<file path="config.mk">
export PLATFORM = sky130hd
export DESIGN_NAME = hsync_period_meter
export DESIGN_NICKNAME = d
export VERILOG_FILES = /design/src/rtl/hpm_pkg.sv /design/src/rtl/hpm_sync_edge.sv /design/src/rtl/hpm_period_counter.sv /design/src/rtl/hpm_capture.sv /design/src/rtl/hsync_period_meter.sv
export SDC_FILE = /design/constraint.sdc
export NUM_CORES = 1
export LEC_CHECK = 0
export BUFFER_PORTS_ARGS = -buffer_cell sky130_fd_sc_hd__clkbuf_2
export CORE_ASPECT_RATIO = 0.8
export CORE_UTILIZATION = 29
export CTS_CLUSTER_SIZE = 16
export DETAILED_ROUTE_END_ITERATION = 6
export SYNTH_ARGS = -nofsm -noshare
export SYNTH_HDL_FRONTEND = slang
export SYNTH_HIERARCHICAL = 1
export SYNTH_SLANG_ARGS = --single-unit
</file>
<file path="constraint.sdc">
create_clock -name clk -period 1.6 [get_ports clk]
set_input_delay 0.16 -clock clk [delete_from_list [all_inputs] [get_ports clk]]
set_output_delay 0.16 -clock clk [all_outputs]
set_load 0.005 [all_outputs]
</file>
<file path="src/rtl/hpm_pkg.sv">
package hpm_pkg;

    parameter int unsigned PERIOD_W = 8;

    typedef logic [PERIOD_W-1:0] period_t;

    localparam period_t PERIOD_MAX = '1;
    localparam period_t PERIOD_ONE = period_t'(1);

    // What a detected horizontal edge does to the capture stage
    typedef enum logic [1:0] {
        EV_NONE       = 2'd0,
        EV_ARM        = 2'd1,
        EV_VALID      = 2'd2,
        EV_OVERFLOWED = 2'd3
    } cap_ev_e;

    typedef struct packed {
        logic hdet;
        logic first;
    } meter_stat_t;

    function automatic period_t sat_inc(input period_t v);
        return (v == PERIOD_MAX) ? v : period_t'(v + 1'b1);
    endfunction

endpackage

</file>
<file path="src/rtl/hpm_sync_edge.sv">
module hpm_sync_edge #(
    parameter int unsigned STAGES  = 2,
    parameter bit          FALLING = 1'b0
) (
    input  logic clk,
    input  logic rst,
    input  logic async_i,
    output logic pulse_o
);
    localparam int unsigned MSB = STAGES - 1;

    logic [MSB:0] chain;
    logic         last;

    always_ff @(posedge clk) begin
        if (rst) begin
            chain <= '0;
            last  <= 1'b0;
        end else begin
            chain <= {chain[MSB-1:0], async_i};
            last  <= chain[MSB];
        end
    end

    generate
        if (FALLING) begin : g_fall
            assign pulse_o = last & ~chain[MSB];
        end else begin : g_rise
            assign pulse_o = ~last & chain[MSB];
        end
    endgenerate

    // an edge of one polarity can never repeat in the next cycle
    p_single_pulse_r2: assert property (@(posedge clk) disable iff (rst)
        pulse_o |=> !pulse_o);

endmodule

</file>
<file path="src/rtl/hpm_period_counter.sv">
module hpm_period_counter
    import hpm_pkg::*;
(
    input  logic    clk,
    input  logic    rst,
    input  logic    restart_i,
    output period_t cnt_o,
    output logic    ovf_o,
    output logic    ovf_evt_o
);
    period_t cnt;
    logic    ovf;

    always_ff @(posedge clk) begin
        if (rst) begin
            cnt <= '0;
            ovf <= 1'b0;
        end else if (restart_i) begin
            cnt <= PERIOD_ONE;
            ovf <= 1'b0;
        end else begin
            cnt <= sat_inc(cnt);
            if (cnt == PERIOD_MAX) begin
                ovf <= 1'b1;
            end
        end
    end

    assign ovf_evt_o = !restart_i && (cnt == PERIOD_MAX) && !ovf;
    assign cnt_o     = cnt;
    assign ovf_o     = ovf;

    // the counter holds at its ceiling until the next edge
    p_sat_hold_r4: assert property (@(posedge clk) disable iff (rst)
        (cnt == PERIOD_MAX && !restart_i) |=> (cnt == PERIOD_MAX));

    // an overflow event leaves the sticky overflow state set
    p_ovf_sticky_r3: assert property (@(posedge clk) disable iff (rst)
        ovf_evt_o |=> ovf);

    // a restart always begins a fresh interval at one
    p_restart_r2: assert property (@(posedge clk) disable iff (rst)
        restart_i |=> (cnt == PERIOD_ONE && !ovf));

endmodule

</file>
<file path="src/rtl/hpm_capture.sv">
module hpm_capture
    import hpm_pkg::*;
(
    input  logic    clk,
    input  logic    rst,
    input  logic    edge_i,
    input  period_t cnt_i,
    input  logic    ovf_i,
    input  logic    ovf_evt_i,
    input  logic    vs_fall_i,
    output period_t period_o,
    output logic    hdet_o,
    output logic    first_o
);
    cap_ev_e     ev;
    logic        armed;
    logic        pending;
    period_t     period;
    meter_stat_t stat;

    always_comb begin
        if (!edge_i)     ev = EV_NONE;
        else if (!armed) ev = EV_ARM;
        else if (ovf_i)  ev = EV_OVERFLOWED;
        else             ev = EV_VALID;
    end

    always_ff @(posedge clk) begin
        if (rst) begin
            armed   <= 1'b0;
            pending <= 1'b0;
            period  <= '0;
            stat    <= '0;
        end else begin
            if (ev == EV_ARM) begin
                armed <= 1'b1;
            end
            if (ev == EV_VALID) begin
                period     <= cnt_i;
                stat.hdet  <= 1'b1;
                stat.first <= pending;
            end else if (ovf_evt_i) begin
                stat.hdet  <= 1'b0;
            end
            if (vs_fall_i) begin
                pending <= 1'b1;
            end else if (ev == EV_VALID || ev == EV_OVERFLOWED) begin
                pending <= 1'b0;
            end
        end
    end

    assign period_o = period;
    assign hdet_o   = stat.hdet;
    assign first_o  = stat.first;

    // an in-range capture loads the count and sets detect
    p_valid_capture_r5: assert property (@(posedge clk) disable iff (rst)
        (ev == EV_VALID) |=> (period == $past(cnt_i) && stat.hdet));

    // overflow drops detect in the following cycle
    p_no_overflow_r3: assert property (@(posedge clk) disable iff (rst)
        ovf_evt_i |=> !stat.hdet);

    // an edge after an overflowed interval changes nothing
    p_overflowed_edge_r4: assert property (@(posedge clk) disable iff (rst)
        (ev == EV_OVERFLOWED) |=> (!stat.hdet && $stable(period)));

    // the arming edge captures nothing
    p_arm_only_r6: assert property (@(posedge clk) disable iff (rst)
        (ev == EV_ARM) |=> (!stat.hdet && $stable(period)));

    // the tag only changes on an in-range capture
    p_first_source_r7: assert property (@(posedge clk) disable iff (rst)
        (ev != EV_VALID) |=> $stable(stat.first));

endmodule

</file>
<file path="src/rtl/hsync_period_meter.sv">
module hsync_period_meter
    import hpm_pkg::*;
#(
    parameter int unsigned SYNC_STAGES = 2
) (
    input  logic                clk,
    input  logic                rst,
    input  logic                hsync_in,
    input  logic                vsync_in,
    output logic [PERIOD_W-1:0] period_q,
    output logic                hdet_q,
    output logic                first_after_vsync_q
);
    logic    hs_rise;
    logic    vs_fall;
    period_t cnt;
    logic    ovf;
    logic    ovf_evt;

    hpm_sync_edge #(.STAGES(SYNC_STAGES), .FALLING(1'b0)) u_hs_edge (
        .clk     (clk),
        .rst     (rst),
        .async_i (hsync_in),
        .pulse_o (hs_rise)
    );

    hpm_sync_edge #(.STAGES(SYNC_STAGES), .FALLING(1'b1)) u_vs_edge (
        .clk     (clk),
        .rst     (rst),
        .async_i (vsync_in),
        .pulse_o (vs_fall)
    );

    hpm_period_counter u_counter (
        .clk       (clk),
        .rst       (rst),
        .restart_i (hs_rise),
        .cnt_o     (cnt),
        .ovf_o     (ovf),
        .ovf_evt_o (ovf_evt)
    );

    hpm_capture u_capture (
        .clk       (clk),
        .rst       (rst),
        .edge_i    (hs_rise),
        .cnt_i     (cnt),
        .ovf_i     (ovf),
        .ovf_evt_i (ovf_evt),
        .vs_fall_i (vs_fall),
        .period_o  (period_q),
        .hdet_o    (hdet_q),
        .first_o   (first_after_vsync_q)
    );

    // nothing is reported in the cycle after reset
    p_reset_clear_r1: assert property (@(posedge clk)
        rst |=> (period_q == '0 && !hdet_q && !first_after_vsync_q));

endmodule

</file>
==> summary.txt <==
Worst setup path
  • Required @ worst endpoint: 1.77 ns
  • Setup crit end kind: register
  • Cell-by-cell trace of the critical path: ha_2 > and3_4 > nand2_1 > nor3_1 > nor2b_1 > o21ba_1
  • Critical path startpoint category: register
  • Slowest CP cell: dfxtp_1
  • Crit path DAT: 1.62 ns
  • Critical Path Max Stage Delay: 0.42 ns
  • Critical path type: register to register
  • Max FO, Critical Path: 6

Floorplan
  • # rows: 20
  • Top Ports: 14
  • Die Area: 4230 sq um
  • Die height: 58.4 um
  • Core area: 3800 sq um
  • Initial Utilization: 30.3%
  • Chip width: 72.4 um

GRT
  • Largest net degree at the start of global routing: 18
  • Initial antenna violation count: 0
  • Vias in the first global route: 809
  • Global route overflow: 0
  • Global-route wire length before repair: 3680 um
  • Total track usage: 11.6%

Timing
  • Unrepaired setup endpoints after global routing: no
  • Worst slew pin tran: 0.352 ns
  • TNS Setup: 0 ns
  • Max Slew Vio Count: 0
  • Fin. Hold Viols: 0
  • Fmax: 690 MHz
  • Post-route minimum period: 1.45 ns
  • Final clock skew: 0.00321 ns
  • Rel. slew slack: 76.4%
  • Setup violators final: 0
  • Fin crit share: 90.6%

Yosys
  • Cell area after synthesis: 1150 sq um
  • Most numerous cell in the Yosys netlist: dfxtp_1
  • Post-synth top cells: dfxtp_1, nand2b_1, mux2i_1
  • Register area share after synthesis: 47.0%
  • Post-Syn Instances: 116
  • Largest area contributor in the netlist: dfxtp_1
  • Yosys reg bits: 27
  • Post-synthesis cell type count: 33
  • Post-synth top area share: 47.0%
  • Synth top area cells: dfxtp_1, nand2b_1, mux2i_1, nor2b_1, buf_6
  • Main synth FF type: dfxtp_1
  • Post-synthesis async set-or-reset flop share: 0%
  • Synth Net Count: 121
  • Avg Synthesized Cell Area: 9.92 sq um
  • Synth Warn #: 6
  • EDFF count, synth: 0

Clocking
  • Root Driver: clkbuf_8
  • Post-CTS Setup Inserts: 0
  • CTS Buffer Depth: 2
  • Clock Latency Late Sink: 0.27 ns
  • H-Tree Depth: 1
  • Worst-path clk slew: 0.08 ns
  • CTS tree: built
  • CTS buffer count: 3
  • Total clock sinks: 27

Power
  • Peak VDD IR: 0.263 mV
  • Pleak: 0.504 nW
  • Power per cell area: 843 nW/um^2
  • Total Power: 1.14 mW

Final layout
  • Fraction of layout cells with a size suffix above 1: 22.4%
  • Area of the multi-input gates: 572 sq um
  • Syn-to-layout area delta: 17.2%
  • Layout Cells excl Fill: 189
  • Post-route design area: 1350 sq um
  • FILL cells: 406
  • Fin nets: 140
  • Sequential cell area: 541 sq um
  • Ant. Diodes: 0

Drt
  • DRT Pass-1 Iters: 4
  • Vias: 837
  • Residual DRC: 0
  • Final wirelength: 2170 um
  • ANT nets after route: 0
  • Post-DR wirelength/cell: 11.5 um
  • DRT iter0 DRCs: 30
  • Vias per Instance: 4.43

Flow run
  • Max cap viols: 0

Placement
  • HPWL after detailed placement: 1610 um
  • Placed cell area: 1300 sq um
  • GPL Wtd Cong: 0.842
  • Inst Count DP: 185
  • Port bufs: 13

Min path
  • Worst hold path type: input port to register

Status
  • Status: finished, final reports clean
## stage by stage
step,utilization (%),hold WS (ns),worst slack (ns)
6_report,35.5,0.0978,0.151
5_1_grt,35.5,0.0919,0.00214
4_1_cts,35.4,0.0897,0.145
3_5_place_dp,34.2,0.376,0.157
3_3_place_gp,34.2,0.372,0.223
2_1_floorplan,-,0.232,0.232
## registers in the layout, indices dropped and copies added (netlist names)
| name | cells |
|---|---|
| u_counter/ovf_o | 1 |
| u_capture/hdet_o | 1 |
| u_hs_edge/last | 1 |
| u_counter/cnt_o | 8 |
| u_capture/pending | 1 |
| u_capture/armed | 1 |
| u_vs_edge/chain | 2 |
| u_capture/first_o | 1 |
| u_hs_edge/chain | 2 |
| u_capture/period_o | 8 |
| u_vs_edge/last | 1 |
## cell type report
| cell class | instances | share of cell area (%) |
|---|---|---|
| Multi-Input combinational cell | 84 | 42.4 |
| Tap cell | 55 | 5.10 |
| Timing Repair Buffer | 19 | 9.09 |
| Clock buffer | 4 | 3.34 |
| Sequential cell | 27 | 40.1 |
## per-layer routing
metal / global-route usage (%) / part of all wire, % / vias up
met2: 17.1 / 43 / 26
met5: 0 / 0 / -
met3: 4.45 / 5.0 / 2
met4: 7.56 / 1.6 / 0
li1: - / - / 435
met1: 14.3 / 51 / 374
## critical path, delay by kind of cell, from the launching register on
kind	cells	cell delay [ns]
and+or+nand+nor	4	0.52
DFF	1	0.42
AOI/OAI and AO/OA	1	0.16
adders and majority gates	1	0.25
## cells by family after synthesis
family	after synthesis	synth area share [%]
buffers and inverters	5	3.59
AND/OR/NAND/NOR	54	27.8
AO/OA/AOI/OAI	19	11.8
multiplexers	10	8.70
adder cells (fa/ha/maj)	1	1.09
flip-flops	27	47.0
## cells in the final DEF (no fill, tap or decap), types with 2 or more instances in the layout
cell	Yosys	final
clkbuf_2	0	13
nand2_1	7	7
a21oi_1	4	4
o21ai_0	3	3
nand3_1	3	3
a31oi_1	2	2
nand2b_1	18	18
clkbuf_8	0	3
nor2b_1	8	8
dfxtp_1	27	27
and2b_2	2	2
buf_4	0	5
a211oi_1	2	2
mux2i_1	10	10
nor2_1	6	6
## path summary, 6_finish.rpt
path | from | endpoint | slack (ns) | depth (start not counted)
max | u_counter/cnt_o[1]$_SDFFE_PP0P_ | u_capture/hdet_o$_SDFFE_PP0P_ | 0.15 | 6
min | vsync_in | u_vs_edge/chain[0]$_SDFF_PP0_ | 0.1 | 2
max reg2reg | u_counter/cnt_o[1]$_SDFFE_PP0P_ | u_capture/hdet_o$_SDFFE_PP0P_ | 0.15 | 6
min reg2reg | u_vs_edge/chain[0]$_SDFF_PP0_ | u_vs_edge/chain[1]$_SDFF_PP0_ | 0.44 | 1
## where the power goes
part           internal, mW  switching, mW  leakage [nW]
clock                 0.178          0.201        0.0228
sequential            0.686         0.0119         0.219
combinational        0.0312         0.0285         0.262
total                 0.896          0.242         0.504
## timing repair
item / CTS / global route
gates resized for setup: 0 / 1
setup endpoints to repair: 0 / 1
hold buffers: 0 / 0
Power figures use the tool's default switching activity.
